==> src/rtl/task_pq_pkg.sv <==
package task_pq_pkg;

    typedef enum logic [3:0] {
        S_INIT,
        S_IDLE,
        S_RDCNT,
        S_DISP,
        S_CLR,
        S_INS_RD,
        S_INS_CHK,
        S_INS_CNT,
        S_RM_HEAD,
        S_RM_HV,
        S_RM_RD,
        S_RM_MV,
        S_RM_CNT,
        S_AG_RD,
        S_AG_WR,
        S_DONE
    } tpq_state_e;

    localparam logic [1:0] OP_AGE  = 2'b00;
    localparam logic [1:0] OP_POP  = 2'b01;
    localparam logic [1:0] OP_PUSH = 2'b10;
    localparam logic [1:0] OP_CLR  = 2'b11;

endpackage

==> src/rtl/tpq_age.sv <==
module tpq_age #(
    parameter int ID_W  = 6,
    parameter int PRI_W = 2
) (
    input  logic [ID_W+PRI_W-1:0] ent_i,
    output logic [ID_W+PRI_W-1:0] ent_o
);
    localparam int          DATA_W  = ID_W + PRI_W;
    localparam logic [PRI_W-1:0] PRI_MAX = '1;

    logic [PRI_W-1:0] pri;

    always_comb begin
        pri   = ent_i[PRI_W-1:0];
        ent_o = {ent_i[DATA_W-1:PRI_W], (pri == PRI_MAX) ? pri : pri + 1'b1};
    end
endmodule

==> src/rtl/tpq_slot_cmp.sv <==
module tpq_slot_cmp #(
    parameter int ID_W  = 6,
    parameter int PRI_W = 2
) (
    input  logic [ID_W+PRI_W-1:0] stored_i,
    input  logic [PRI_W-1:0]      new_pri_i,
    output logic                  place_above_o
);
    // New entry settles directly above a stored entry of lower or equal value.
    always_comb begin
        place_above_o = (stored_i[PRI_W-1:0] <= new_pri_i);
    end
endmodule

==> src/rtl/task_pq_ctrl.sv <==
module task_pq_ctrl
    import task_pq_pkg::*;
#(
    parameter int ID_W      = 6,
    parameter int PRI_W     = 2,
    parameter int ADDR_W    = 16,
    parameter int MAX_DEPTH = 32
) (
    input  logic                  clk,
    input  logic                  rst,
    input  logic                  start,
    input  logic [ID_W-1:0]       task_id,
    input  logic [PRI_W-1:0]      task_pri,
    input  logic [1:0]            opcode,
    output logic                  done,
    output logic [ID_W-1:0]       out_id,
    output logic [ADDR_W-1:0]     mem_addr,
    input  logic [ID_W+PRI_W-1:0] mem_rdata,
    output logic [ID_W+PRI_W-1:0] mem_wdata,
    output logic                  mem_en,
    output logic                  mem_we
);
    localparam int DATA_W = ID_W + PRI_W;
    localparam int IDX_W  = $clog2(MAX_DEPTH + 2);
    localparam logic [ADDR_W-1:0] CNT_ADDR  = '0;
    localparam logic [ADDR_W-1:0] HEAD_ADDR = ADDR_W'(1);
    localparam logic [DATA_W-1:0] DEPTH_LIM = DATA_W'(MAX_DEPTH);

    typedef struct packed {
        tpq_state_e        state;
        logic [IDX_W-1:0]  idx;
        logic [DATA_W-1:0] cnt;
        logic [1:0]        op;
        logic [ID_W-1:0]   id;
        logic [PRI_W-1:0]  pri;
        logic [ID_W-1:0]   out_id;
    } regs_t;

    regs_t r_d, r_q;

    logic [DATA_W-1:0] aged_ent;
    logic              place_above;
    logic [ADDR_W-1:0] idx_addr;
    logic              idx_past_cnt;

    tpq_age #(.ID_W(ID_W), .PRI_W(PRI_W)) u_age (
        .ent_i (mem_rdata),
        .ent_o (aged_ent)
    );

    tpq_slot_cmp #(.ID_W(ID_W), .PRI_W(PRI_W)) u_slot (
        .stored_i      (mem_rdata),
        .new_pri_i     (r_q.pri),
        .place_above_o (place_above)
    );

    always_comb begin
        idx_addr     = ADDR_W'(r_q.idx);
        idx_past_cnt = (ADDR_W'(r_q.idx) > ADDR_W'(r_q.cnt));
    end

    always_comb begin
        r_d       = r_q;
        mem_en    = 1'b0;
        mem_we    = 1'b0;
        mem_addr  = CNT_ADDR;
        mem_wdata = '0;

        unique case (r_q.state)
            S_INIT: begin
                mem_en    = 1'b1;
                mem_we    = 1'b1;
                mem_addr  = CNT_ADDR;
                mem_wdata = '0;
                r_d.state = S_IDLE;
            end
            S_IDLE: begin
                if (start) begin
                    r_d.op    = opcode;
                    r_d.id    = task_id;
                    r_d.pri   = task_pri;
                    r_d.state = S_RDCNT;
                end
            end
            S_RDCNT: begin
                mem_en    = 1'b1;
                mem_addr  = CNT_ADDR;
                r_d.state = S_DISP;
            end
            S_DISP: begin
                r_d.cnt = mem_rdata;
                unique case (r_q.op)
                    OP_CLR:  r_d.state = S_CLR;
                    OP_PUSH: begin
                        if (mem_rdata >= DEPTH_LIM) begin
                            r_d.state = S_DONE;
                        end else begin
                            r_d.idx   = IDX_W'(mem_rdata);
                            r_d.state = S_INS_RD;
                        end
                    end
                    OP_POP: begin
                        if (mem_rdata == '0) begin
                            r_d.out_id = '0;
                            r_d.state  = S_DONE;
                        end else begin
                            r_d.state = S_RM_HEAD;
                        end
                    end
                    default: begin
                        r_d.idx   = IDX_W'(1);
                        r_d.state = S_AG_RD;
                    end
                endcase
            end
            S_CLR: begin
                mem_en    = 1'b1;
                mem_we    = 1'b1;
                mem_addr  = CNT_ADDR;
                mem_wdata = '0;
                r_d.state = S_DONE;
            end
            S_INS_RD: begin
                mem_en = 1'b1;
                if (r_q.idx == '0) begin
                    mem_we    = 1'b1;
                    mem_addr  = HEAD_ADDR;
                    mem_wdata = {r_q.id, r_q.pri};
                    r_d.state = S_INS_CNT;
                end else begin
                    mem_addr  = idx_addr;
                    r_d.state = S_INS_CHK;
                end
            end
            S_INS_CHK: begin
                mem_en   = 1'b1;
                mem_we   = 1'b1;
                mem_addr = idx_addr + 1'b1;
                if (place_above) begin
                    mem_wdata = {r_q.id, r_q.pri};
                    r_d.state = S_INS_CNT;
                end else begin
                    mem_wdata = mem_rdata;
                    r_d.idx   = r_q.idx - 1'b1;
                    r_d.state = S_INS_RD;
                end
            end
            S_INS_CNT: begin
                mem_en    = 1'b1;
                mem_we    = 1'b1;
                mem_addr  = CNT_ADDR;
                mem_wdata = r_q.cnt + 1'b1;
                r_d.state = S_DONE;
            end
            S_RM_HEAD: begin
                mem_en    = 1'b1;
                mem_addr  = HEAD_ADDR;
                r_d.state = S_RM_HV;
            end
            S_RM_HV: begin
                r_d.out_id = mem_rdata[DATA_W-1:PRI_W];
                r_d.idx    = IDX_W'(2);
                r_d.state  = S_RM_RD;
            end
            S_RM_RD: begin
                if (idx_past_cnt) begin
                    r_d.state = S_RM_CNT;
                end else begin
                    mem_en    = 1'b1;
                    mem_addr  = idx_addr;
                    r_d.state = S_RM_MV;
                end
            end
            S_RM_MV: begin
                mem_en    = 1'b1;
                mem_we    = 1'b1;
                mem_addr  = idx_addr - 1'b1;
                mem_wdata = mem_rdata;
                r_d.idx   = r_q.idx + 1'b1;
                r_d.state = S_RM_RD;
            end
            S_RM_CNT: begin
                mem_en    = 1'b1;
                mem_we    = 1'b1;
                mem_addr  = CNT_ADDR;
                mem_wdata = r_q.cnt - 1'b1;
                r_d.state = S_DONE;
            end
            S_AG_RD: begin
                if (idx_past_cnt) begin
                    r_d.state = S_DONE;
                end else begin
                    mem_en    = 1'b1;
                    mem_addr  = idx_addr;
                    r_d.state = S_AG_WR;
                end
            end
            S_AG_WR: begin
                mem_en    = 1'b1;
                mem_we    = 1'b1;
                mem_addr  = idx_addr;
                mem_wdata = aged_ent;
                r_d.idx   = r_q.idx + 1'b1;
                r_d.state = S_AG_RD;
            end
            S_DONE: begin
                if (!start) r_d.state = S_IDLE;
            end
            default: r_d.state = S_IDLE;
        endcase
    end

    always_ff @(posedge clk or posedge rst) begin
        if (rst) begin
            r_q       <= '0;
            r_q.state <= S_INIT;
        end else begin
            r_q <= r_d;
        end
    end

    assign done   = (r_q.state == S_DONE);
    assign out_id = r_q.out_id;

endmodule

==> config.mk <==
export PLATFORM = sky130hd
export DESIGN_NAME = task_pq_ctrl
export DESIGN_NICKNAME = d
export VERILOG_FILES = /design/src/rtl/task_pq_pkg.sv /design/src/rtl/tpq_age.sv /design/src/rtl/tpq_slot_cmp.sv /design/src/rtl/task_pq_ctrl.sv
export SDC_FILE = /design/constraint.sdc
export NUM_CORES = 1
export LEC_CHECK = 0
export BUFFER_PORTS_ARGS = -buffer_cell sky130_fd_sc_hd__buf_2
export CELL_PAD_IN_SITES_DETAIL_PLACEMENT = 1
export CELL_PAD_IN_SITES_GLOBAL_PLACEMENT = 1
export CORE_ASPECT_RATIO = 1.5
export CORE_MARGIN = 3
export CORE_UTILIZATION = 38
export CTS_CLUSTER_DIAMETER = 120
export DETAILED_ROUTE_END_ITERATION = 12
export PLACE_DENSITY_LB_ADDON = 0.1
export SYNTH_ARGS = -nofsm -noshare
export SYNTH_HDL_FRONTEND = slang
export SYNTH_HIERARCHICAL = 1
export SYNTH_SLANG_ARGS = --single-unit
==> constraint.sdc <==
create_clock -name clk -period 2.5 [get_ports clk]
set_input_delay 0.625 -clock clk [delete_from_list [all_inputs] [get_ports clk]]
set_output_delay 0.625 -clock clk [all_outputs]
set_load 0.05 [all_outputs]
* After elaboration in Yosys (flattened, before gate mapping)
Index checks and enable logic that the tools add are counted.
** Cells by class
- Add/sub/neg operators :: 7
- $mul :: 0
- Div/mod/pow operators :: 0
- $lt $le $gt $ge :: 3
- Eq/ne operators :: 26
- Shift-type cells :: 0
- Mux-type cells :: 28
- Bitwise gates (word level) :: 0
- Reduce and logical (&&, ||, !) cells :: 16
** Operators by type and width (number)
- one-hot mux 16 bit (6 select lines) :: 1
- one-hot mux 4 bit (13 select lines) :: 1
- one-hot mux 8 bit (6 select lines) :: 1
- two-way mux 6 bit :: 6
- == test 4 bit, second input constant :: 8
- one-hot mux 6 bit (2 select lines) :: 2
- one-hot mux 6 bit (4 select lines) :: 1
- == test 4 x 3 -> 1 bit, second input constant :: 4
- two-way mux 8 bit :: 2
- two-way mux 4 bit :: 3
- one-hot mux 4 bit (3 select lines) :: 1
- inequality test 2 bit, second input constant :: 5
- OR reduction 10 bit :: 1
- adder 8 x 1 -> 8 bit, second input constant :: 1
- == test 4 x 2 -> 1 bit, second input constant :: 2
- greater-or-equal comparator 8 x 6 -> 1 bit, second input constant :: 1
- greater-than comparator 6 x 8 -> 1 bit :: 1
- logical NOT 8 bit :: 1
- OR reduction 2 bit :: 4
- subtractor 8 x 1 -> 8 bit, second input constant :: 1
- adder 6 x 1 -> 7 bit, second input constant :: 1
- OR reduction 7 bit :: 1
- subtractor 6 x 1 -> 7 bit, second input constant :: 1
- adder 6 x 1 -> 6 bit, second input constant :: 1
- other kinds (20) :: 29
** Storage, ports and cells
- Register bits :: 34
- Bits in latches :: 0
- RAM bits :: 0
- ROM bits :: 0
- Word-level logic and storage cells :: 87
- Memories kept :: 0

* Logic depth before layout (Yosys ltp)
Gate-level depths: netlist of the first run.
- Depth in word-level cells :: 4
- Depth in mapped cells :: 11
- Depth with buffers taken out :: 10

* By module
Netlist of the first run, hierarchy kept.
** By module, submodules not included
- task_pq_ctrl :: instances 1, cells an instance 363, area each 2996.6 um^2
- tpq_age :: instances 1, cells an instance 8, area each 57.6 um^2
- tpq_slot_cmp :: instances 1, cells an instance 7, area each 47.5 um^2

* Least setup slack after synthesis of the first run
OpenSTA, ideal clock, no wires.
- Kind :: reg-to-output
- From :: reg r_q, in the netlist idx_addr[0]
- To :: out mem_addr[6]
- Data arrival time :: 2959 ps
- Data required time :: 1875 ps
- Setup slack :: -1084 ps
- Stages on the path, launching flop included :: 8
- Cells stage by stage :: dfrtp_1 > clkbuf_1 > inv_1 > ha_1 > nor3b_1 > nand2_1 > nor2_1 > a41o_1
** On the way
- Word-level cells in the longest chain between the ends :: 2
** RTL lines
- start: declaration :: RTL line task_pq_ctrl.sv:39 : regs_t r_d, r_q;
- start signal: assignment :: RTL line task_pq_ctrl.sv:218 : r_q <= r_d;
- subtractor 6 x 1 -> 7 bit or adder 6 x 1 -> 7 bit (tied branches) :: RTL line task_pq_ctrl.sv:177, task_pq_ctrl.sv:138
- one-hot mux 16 bit (6 select lines) * :: RTL line task_pq_ctrl.sv:69 : unique case (r_q.state)
- end: declaration :: RTL line task_pq_ctrl.sv:17 : output logic [ADDR_W-1:0] mem_addr,
Mark *: on every way between the ends. The rest lies on a longest branch, timed or not.

* Worst setup path in the final report of the first run
- From :: reg r_q[20] (netlist bit)
- To :: out mem_addr[1]
** On the way
- Word-level cells in the longest chain between the ends :: 3
** RTL lines
- greater-than comparator 6 x 8 -> 1 bit :: RTL line task_pq_ctrl.sv:59 : idx_past_cnt = (ADDR_W'(r_q.idx) > ADDR_W'(r_q.cnt));
- two-way mux 6 bit :: RTL line task_pq_ctrl.sv:166, task_pq_ctrl.sv:190
- one-hot mux 16 bit (6 select lines) :: RTL line task_pq_ctrl.sv:69
Every way passes these cells.

==> results of run 1 <==
sequential cells by signal (all words and copies together) (netlist names):
register / count
idx_addr: 6
out_id: 6
r_q: 22
per-layer routing:
layer | vias to the layer above | track usage | share of wire
met4 | 0 | 0.148 | 0.053
met3 | 44 | 0.0378 | 0.037
met5 | - | 0 | 0
met1 | 1817 | 0.290 | 0.36
li1 | 1597 | - | -
met2 | 130 | 0.549 | 0.55
where the power goes:
part           switching, mW  internal (mW)  leakage (nW)
registers            0.00248          0.555         0.409
logic                 0.0716         0.0376          1.60
clock network          0.248          0.395        0.0729
cell type report:
cell class                 instances  area, um^2  share of cell area
clock buffer                       6         139              0.0288
timing repair buffer             140        1210               0.250
multi-input combinational        292        2430               0.503
clock inverter                     2        12.5             0.00259
sequential                        34         852               0.177
tap                              102         128              0.0264
inverter                          15        61.3              0.0127
cell families (layout without fill, tap and decap cells):
logic type               count (synthesis)  in the layout  synth area share
XOR/XNOR                                 9              9            0.0254
AND/OR/NAND/NOR                        136            137             0.223
buffers and inverters                   53            163             0.102
multiplexers                            14             14            0.0504
AO/OA/AOI/OAI                          115            115             0.254
adder cells (fa/ha/maj)                 17             17            0.0710
flip-flops                              34             34             0.274
worst min-delay path, stage by stage:
cell and delay [ns]:
buf_2 0.10, inv_1 0.04, buf_4 0.39
how the worst max path moves through the flow:
stage | slack (ns) | cells past startpoint | to | start
2_1_floorplan | -0.14 | 7 | mem_wdata[2] | mem_rdata[1]
3_3_place_gp | -0.40 | 9 | mem_wdata[5] | mem_rdata[1]
3_5_place_dp | -0.53 | 9 | mem_wdata[2] | mem_rdata[1]
4_1_cts | -0.40 | 8 | mem_addr[1] | r_q[21]
5_1_grt | -0.52 | 9 | mem_wdata[2] | r_q[7]
6_report | -0.45 | 8 | mem_addr[1] | r_q[20]
what timing repair did:
action | CTS | global route
gates cloned | 1 | 0
resized for setup | 105 | 29
endpoints found under the hold margin | 0 | 0
pin swaps | 35 | 27
endpoints found under the setup margin | 28 | 30
buffers inserted | 13 | 10
cell usage after synthesis, types with 2 or more instances:
library cell / n
o21ai_0: 40
nand2_1: 38
dfrtp_1: 34
nor2_1: 33
buf_4: 20
a21oi_1: 16
ha_1: 16
inv_1: 15
nand3_1: 14
mux2_2: 13
clkbuf_1: 12
nor2b_1: 8
xnor2_1: 8
nand2b_1: 7
a31oi_1: 6
a222oi_1: 5
nor3_1: 5
clkbuf_8: 4
o21a_1: 4
or4_1: 4
a211oi_1: 3
a21o_1: 3
a221o_1: 3
a22oi_1: 3
a32oi_1: 3
nand4_1: 3
nor4_1: 3
o22ai_1: 3
a221oi_1: 2
and4_1: 2
nand3b_1: 2
nand4b_1: 2
nor3b_1: 2
o2111ai_1: 2
o21bai_1: 2
o31a_1: 2
or2_2: 2
or3_1: 2
==> impl_metrics.ini, run 1 <==
[status]
outcome = finished, violations left
violations = setup timing

[sta]
setup_viol_count_final = 27
holdWs_ns = 0.437
tightest_slew_ns = 0.658
fin_crit_ns = 2.95
final-hold-violation-count = 0
timing.fmax_mhz = 338
setup_ws_ns = -0.455
tns_ns = -6.39
skew_ns = 0.00419
rsz0062_at_grt = yes
relSlewSlack = 0.560
finalCritPeriodShare = 1.18
finalMaxSlewViolations = 0

[yosys]
synth.avg_cell_area_um2 = 8.21
mappedNetlistNets = 416
post_synth_main_area_contributors = dfrtp_1, ha_1, o21ai_0
synth-edff-count = 0
syn_area_um2 = 3100
synth-async-reset-ratio = 1.00
synthDistinctLibCells = 70
synthFlopType = dfrtp_1
synthCells = 378
ys.warnings.count = 6
seq_area_frac_synth = 0.274
synth_largest_area_cell = dfrtp_1
synth_top_area_share = 0.274
ys_seq_elements = 34

[final_layout]
final_cell_mix = buf_4, nand2_1, dfrtp_1
drive_above_1_share = 0.476
antennaDiodeCount = 0
postLayoutCellArea_um2 = 4830
fillCellCount = 884
final_common_cell = buf_4
finish.utilization = 0.622
final_cells = 591
final_nets = 526
areaGrowthSynthToFinish_pct = 55.6

[critical_path]
rrSetupSlack_ns = -0.22
critical-path-max-stage-delay_ns = 0.37
cp-start-kind = flip-flop
required_ns = 1.88
slowest_stage = nor4_4
worst-setup-path-type = reg2out
worstPathArrival_ns = 2.33
path_cells = inv_1, ha_4, nor3_4, nor4_4, o211a_4, o22ai_2, a221o_2, buf_8
r2r-end = idx_addr[5]
endpoint_kind = primary output
crit_path_max_fanout = 4
reg2reg_depth = 11
crit-reg2reg-launch = r_q[32]
path_buf_inv = 2
critical-path-top-delay-family = compound AO/OA/AOI/OAI gates

[drt]
dr.pass1.iters = 5
routed_wirelength_mm = 13.7
wl_per_cell_um = 23.1
via_count = 3588
ant_nets = 0
drc_errors = 0
post_drt_via_cell_ratio = 6.07
drt_iter0_drc = 194

[place]
gp_congestion = 0.856
placedCellCount = 561
place_ws_ns = -0.528
hpwlAfterDp_mm = 8.83
io_buffer_count = 53
post_dp_cell_area_um2 = 3940

[pwr]
p_per_area_nw_per_um2 = 271
power_leakage_nw = 2.09
p_total_mw = 1.31
peakVddDrop_v = 0.000240

[worst_hold_path]
hp-class = in2async

[cts]
cts_tree = yes
cts_sinks = 34
cts-root-buf = clkbuf_16
cts_buffers = 5
clk_latency_ns = 0.28
clockBufferDepth = 2
cts_hold_buf = 0
clkTransAtPathRegs_ns = 0.06
cts_htree_levels = 2

[global_route]
grt_pass1_wl_mm = 20.1
grt_start_max_net_pins = 35
grt_pass1_vias = 3839
overflow = 0
grtUsageTotal = 0.283
antenna_found_initial = 0

[floorplanning]
die_area_um2 = 9300
dieWidth_um = 79.8
chipHeight_um = 117
core-area_um2 = 7760
rows = 39
io_pins = 54
start_util = 0.400

[job]
maxCapViolations = 0
(Power assumes the default switching activity.)
==> run 2: changes to the inputs <==
--- a/config.mk
+++ b/config.mk
@@ -11,8 +11,9 @@
 export CORE_ASPECT_RATIO = 1.5
 export CORE_MARGIN = 3
 export CORE_UTILIZATION = 38
-export CTS_CLUSTER_DIAMETER = 120
+export CTS_CLUSTER_DIAMETER = 80
 export DETAILED_ROUTE_END_ITERATION = 12
+export MAX_ROUTING_LAYER = met4
 export PLACE_DENSITY_LB_ADDON = 0.1
 export SYNTH_ARGS = -nofsm -noshare
 export SYNTH_HDL_FRONTEND = slang
==> run 2 against run 1 <==
The run still ends with setup timing left. Cell count is the same. Final area stayed put. Routed wire length is 0.60% lower. Sequential share of layout area stayed put. Highest routed layer unchanged.
==> impl_metrics.ini, run 2 (synthesized netlist as in run 1, its figures left out) <==
[global_route]
grt_pass1_vias = 3839
grt_pass1_wl_mm = 20.1
grt_start_max_net_pins = 35
grtUsageTotal = 0.291
antenna_found_initial = 0
top_usage_layer = met2
grt_use_met2 = 0.547
overflow = 0
use_met3 = 0.0324
met1_usage = 0.293

[critical_path]
cp-start-kind = flip-flop
endpoint_kind = primary output
worstPathArrival_ns = 2.33
crit_path_max_fanout = 4
critical-path-top-delay-family = compound AO/OA/AOI/OAI gates
required_ns = 1.88
path_cells = inv_1, ha_4, nor3_4, nor4_4, o211a_4, o22ai_2, a221o_2, buf_8
path_buf_inv = 2
slowest_stage = nor4_4
worst-setup-path-type = reg2out
critical-path-max-stage-delay_ns = 0.37

[final_layout]
postLayoutCellArea_um2 = 4830
antennaDiodeCount = 0
final_nets = 526
final_cell_mix = buf_4, nand2_1, dfrtp_1
finish.utilization = 0.622
top_register = r_q
final_cells = 591
final_common_cell = buf_4
drive_above_1_share = 0.476
areaGrowthSynthToFinish_pct = 55.6
largest_reg_flops = 22

[sta]
timing.fmax_mhz = 339
setup_ws_ns = -0.450
skew_ns = 0.00561
rsz0062_at_grt = yes
finalMaxSlewViolations = 0
tightest_slew_ns = 0.695
finalCritPeriodShare = 1.18
relSlewSlack = 0.535
holdWs_ns = 0.431
fin_crit_ns = 2.95
final-hold-violation-count = 0
tns_ns = -6.44
setup_viol_count_final = 27

[cts]
cts_buffers = 5
cts_tree = yes
cts_sinks = 34
cts_htree_levels = 2
cts_hold_buf = 0
clk_latency_ns = 0.28
clkTransAtPathRegs_ns = 0.06
cts-root-buf = clkbuf_16
clockBufferDepth = 2

[pwr]
p_int_mw = 0.988
p_per_area_nw_per_um2 = 271
combPwrFrac = 0.083
swShare = 0.245
power.switching_mw = 0.321
pwr-share-clk = 0.491
peakVddDrop_v = 0.000239
p_total_mw = 1.31
pwr-share-seq = 0.426
power_leakage_nw = 2.09

[place]
io_buffer_count = 53
hpwlAfterDp_mm = 8.83
placedCellCount = 561
place_ws_ns = -0.528
gp_congestion = 0.869
post_dp_cell_area_um2 = 3940

[floorplanning]
io_pins = 54
core-area_um2 = 7760
dieWidth_um = 79.8
start_util = 0.400
die_area_um2 = 9300
rows = 39
chipHeight_um = 117

[job]
maxCapViolations = 0

[drt]
dr.pass1.iters = 4
via_count = 3575
drc_errors = 0
wl_per_cell_um = 23.0
post_drt_via_cell_ratio = 6.05
routed_wirelength_mm = 13.6
ant_nets = 0
drt_iter0_drc = 146

[status]
violations = setup timing
outcome = finished, violations left

[worst_hold_path]
hp-class = in2async
## run 2: cell counts in the layout (fill, tap and decap cells not counted)
Identical to the previous run, type by type.
## run 2: worst reg2reg max path: stages, from the launching register on
cell and delay, ns:
dfrtp_1 0.36, buf_4 0.25, nor2b_1 0.22, nor2_1 0.07, nor2_1 0.16, inv_1 0.14, ha_1 0.32, o21ai_0 0.12
or3b_2 0.47, a32oi_1 0.27, or4_1 0.15, nand3_1 0.09
## run 2: power by group through the flow
stage | Clock [mW] | Sequential [mW] | Combinational [mW]
global placement | 0 | 0.567 | 0.0931
detailed placement | 0 | 0.568 | 0.0948
finish | 0.642 | 0.558 | 0.109
CTS | 0.644 | 0.558 | 0.104
global route | 0.685 | 0.558 | 0.115
floorplan | 0 | 0.567 | 0.0559
## run 2: final cells by class
| type | instances | area [um^2] |
|---|---|---|
| fillers | 884 | 2930 |
| multi-input cells | 292 | 2430 |
| repair buffers | 140 | 1210 |
| flip-flops and latches | 34 | 852 |
| clock buffers | 6 | 139 |
| well taps | 102 | 128 |
| inverters | 15 | 61.3 |
| clock inverters | 2 | 12.5 |
## run 2: metal layers
metal  vias up  share of wire
met5         -              0
met4         0          0.055
met3        47          0.038
met2       143           0.56
met1      1786           0.35
li1       1599              -
## run 2: final timing paths
| kind | from | end | slack, ns | cells past startpoint |
|---|---|---|---|---|
| max in group asynchronous | rst | idx_addr[4] | 1.71 | 3 |
| worst max-delay path | r_q[20] | mem_addr[1] | -0.45 | 8 |
| worst max register to register | r_q[32] | idx_addr[5] | -0.24 | 11 |
| worst min register to register | r_q[8] | r_q[8] | 0.52 | 1 |
| worst min-delay path | rst | r_q[18] | 0.43 | 3 |
| min in group clk | r_q[8] | r_q[8] | 0.52 | 1 |
## run 2: repair_timing
action / CTS / global route
endpoints found under the setup margin: 28 / 30
gates cloned: 1 / 0
pin swaps: 35 / 27
setup buffers: 13 / 10
resized for setup: 105 / 29
==> run 3: changes to the inputs <==
--- a/config.mk
+++ b/config.mk
@@ -8,7 +8,7 @@
 export BUFFER_PORTS_ARGS = -buffer_cell sky130_fd_sc_hd__buf_2
 export CELL_PAD_IN_SITES_DETAIL_PLACEMENT = 1
 export CELL_PAD_IN_SITES_GLOBAL_PLACEMENT = 1
-export CORE_ASPECT_RATIO = 1.5
+export CORE_ASPECT_RATIO = 1.1
 export CORE_MARGIN = 3
 export CORE_UTILIZATION = 38
 export CTS_CLUSTER_DIAMETER = 80
==> run 3 against run 2 <==
The run still ends with setup timing left. Count of clock-buffer cells in the layout grew 1. Cell count shrank 0.51%. Largest power group is now registers. Largest cell class unchanged. Non-clock buffer count shrank 6.
==> impl_metrics.ini, run 3 (synthesized netlist as in run 1, its figures left out) <==
[cts]
cts_sinks = 34
cts_buffers = 5
clockBufferDepth = 2
cts-root-buf = clkbuf_8
cts_tree = yes
cts_htree_levels = 2
clkTransAtPathRegs_ns = 0.07
clk_latency_ns = 0.28

[final_layout]
final_common_cell = buf_4
areaGrowthSynthToFinish_pct = 55.7
final_cell_mix = buf_4, nand2_1, o21ai_0, dfrtp_1, nor2_1
final-seq-area_um2 = 856
largest_reg_flops = 22
finish.utilization = 0.629
final_nets = 520
top_register = r_q
drive_above_1_share = 0.499
multiInputGateArea_um2 = 2480
postLayoutCellArea_um2 = 4830
fillCellCount = 867
antennaDiodeCount = 0

[sta]
holdWs_ns = 0.436
fin_crit_ns = 2.88
timing.fmax_mhz = 347
finalCritPeriodShare = 1.15
setup_viol_count_final = 26
finalMaxSlewViolations = 0
skew_ns = 0.00513
rsz0062_at_grt = yes
final-hold-violation-count = 0
setup_ws_ns = -0.383
relSlewSlack = 0.535
tightest_slew_ns = 0.696

[critical_path]
cp-start-kind = flip-flop
worstPathArrival_ns = 2.26
crit_path_max_fanout = 7
worst-setup-path-type = reg2out
endpoint_kind = primary output
reg2reg_depth = 11
required_ns = 1.88

[status]
violations = setup timing
outcome = finished, violations left

[place]
gp_congestion = 0.844
post_dp_cell_area_um2 = 3890
io_buffer_count = 53
place_ws_ns = -0.541
hpwlAfterDp_mm = 8.41

[drt]
drc_errors = 0
routed_wirelength_mm = 12.5
ant_nets = 0
via_count = 3440
post_drt_via_cell_ratio = 5.85
dr.pass1.iters = 4
wl_per_cell_um = 21.3
drt_iter0_drc = 133

[pwr]
power_leakage_nw = 2.05
peakVddDrop_v = 0.000220
p_per_area_nw_per_um2 = 227
p_total_mw = 1.10

[floorplanning]
io_pins = 54
chipHeight_um = 101
die_area_um2 = 9280
dieWidth_um = 92.1
core-area_um2 = 7680
start_util = 0.404
rows = 33

[job]
maxCapViolations = 0

[global_route]
grtUsageTotal = 0.263
grt_start_max_net_pins = 35
grt_pass1_wl_mm = 18.8
grt_pass1_vias = 3637
antenna_found_initial = 0
overflow = 0

[worst_hold_path]
hp-class = in2async
==> run 3: area by class of cell <==
| class | count | share of cell area |
|---|---|---|
| Clock buffer | 7 | 0.0179 |
| Clock inverter | 1 | 0.00104 |
| Inverter | 15 | 0.0122 |
| Multi-Input combinational cell | 292 | 0.513 |
| Sequential cell | 34 | 0.177 |
| Tap cell | 105 | 0.0272 |
| Timing Repair Buffer | 134 | 0.251 |
==> run 3: final timing paths <==
kind,to,startpoint,slack [ns]
max in group asynchronous,idx_addr[4],rst,1.71
hold / removal,out_id[4],rst,0.44
min in group clk,r_q[9],r_q[9],0.52
setup reg to reg,idx_addr[5],r_q[30],0
hold reg to reg,r_q[9],r_q[9],0.52
setup / recovery,mem_wdata[6],r_q[7],-0.38
==> run 3: where the power goes <==
group | internal [mW] | switching (mW)
clock | 0.223 | 0.211
combinational | 0.0396 | 0.0669
sequential | 0.554 | 0.00217
==> run 3: layer usage <==
| layer | vias up | track usage | wire (um) |
|---|---|---|---|
| li1 | 1595 | - | - |
| met1 | 1735 | 0.315 | 5090 |
| met2 | 96 | 0.472 | 6800 |
| met3 | 14 | 0.0299 | 423 |
| met4 | 0 | 0.0617 | 204 |
| met5 | - | - | 0 |
==> run 3: worst max-delay path, cell delays in order (launching register included) <==
cell and delay, ns:
dfrtp_1 0.40, inv_2 0.07, ha_4 0.20, nor2b_4 0.13
o21ai_4 0.18, nor3_2 0.06, o21a_2 0.25, a222oi_1 0.40
o21ai_2 0.11, buf_6 0.17
==> run 3: repair_timing <==
action | 4_1_cts | 5_1_grt
hold buffers | 0 | 0
buffers inserted | 13 | 9
cloned | 1 | 2
pin swaps | 27 | 17
gates resized for setup | 106 | 45
setup endpoints to repair | 28 | 29
==> run 3: per-stage QoR <==
stage | instances | setup TNS, ns
2_1_floorplan | 378 | -0.874
3_3_place_gp | 557 | -4.43
3_5_place_dp | 557 | -5.37
4_1_cts | 578 | -5.45
5_1_grt | 588 | -8.44
6_report | 588 | -6.21
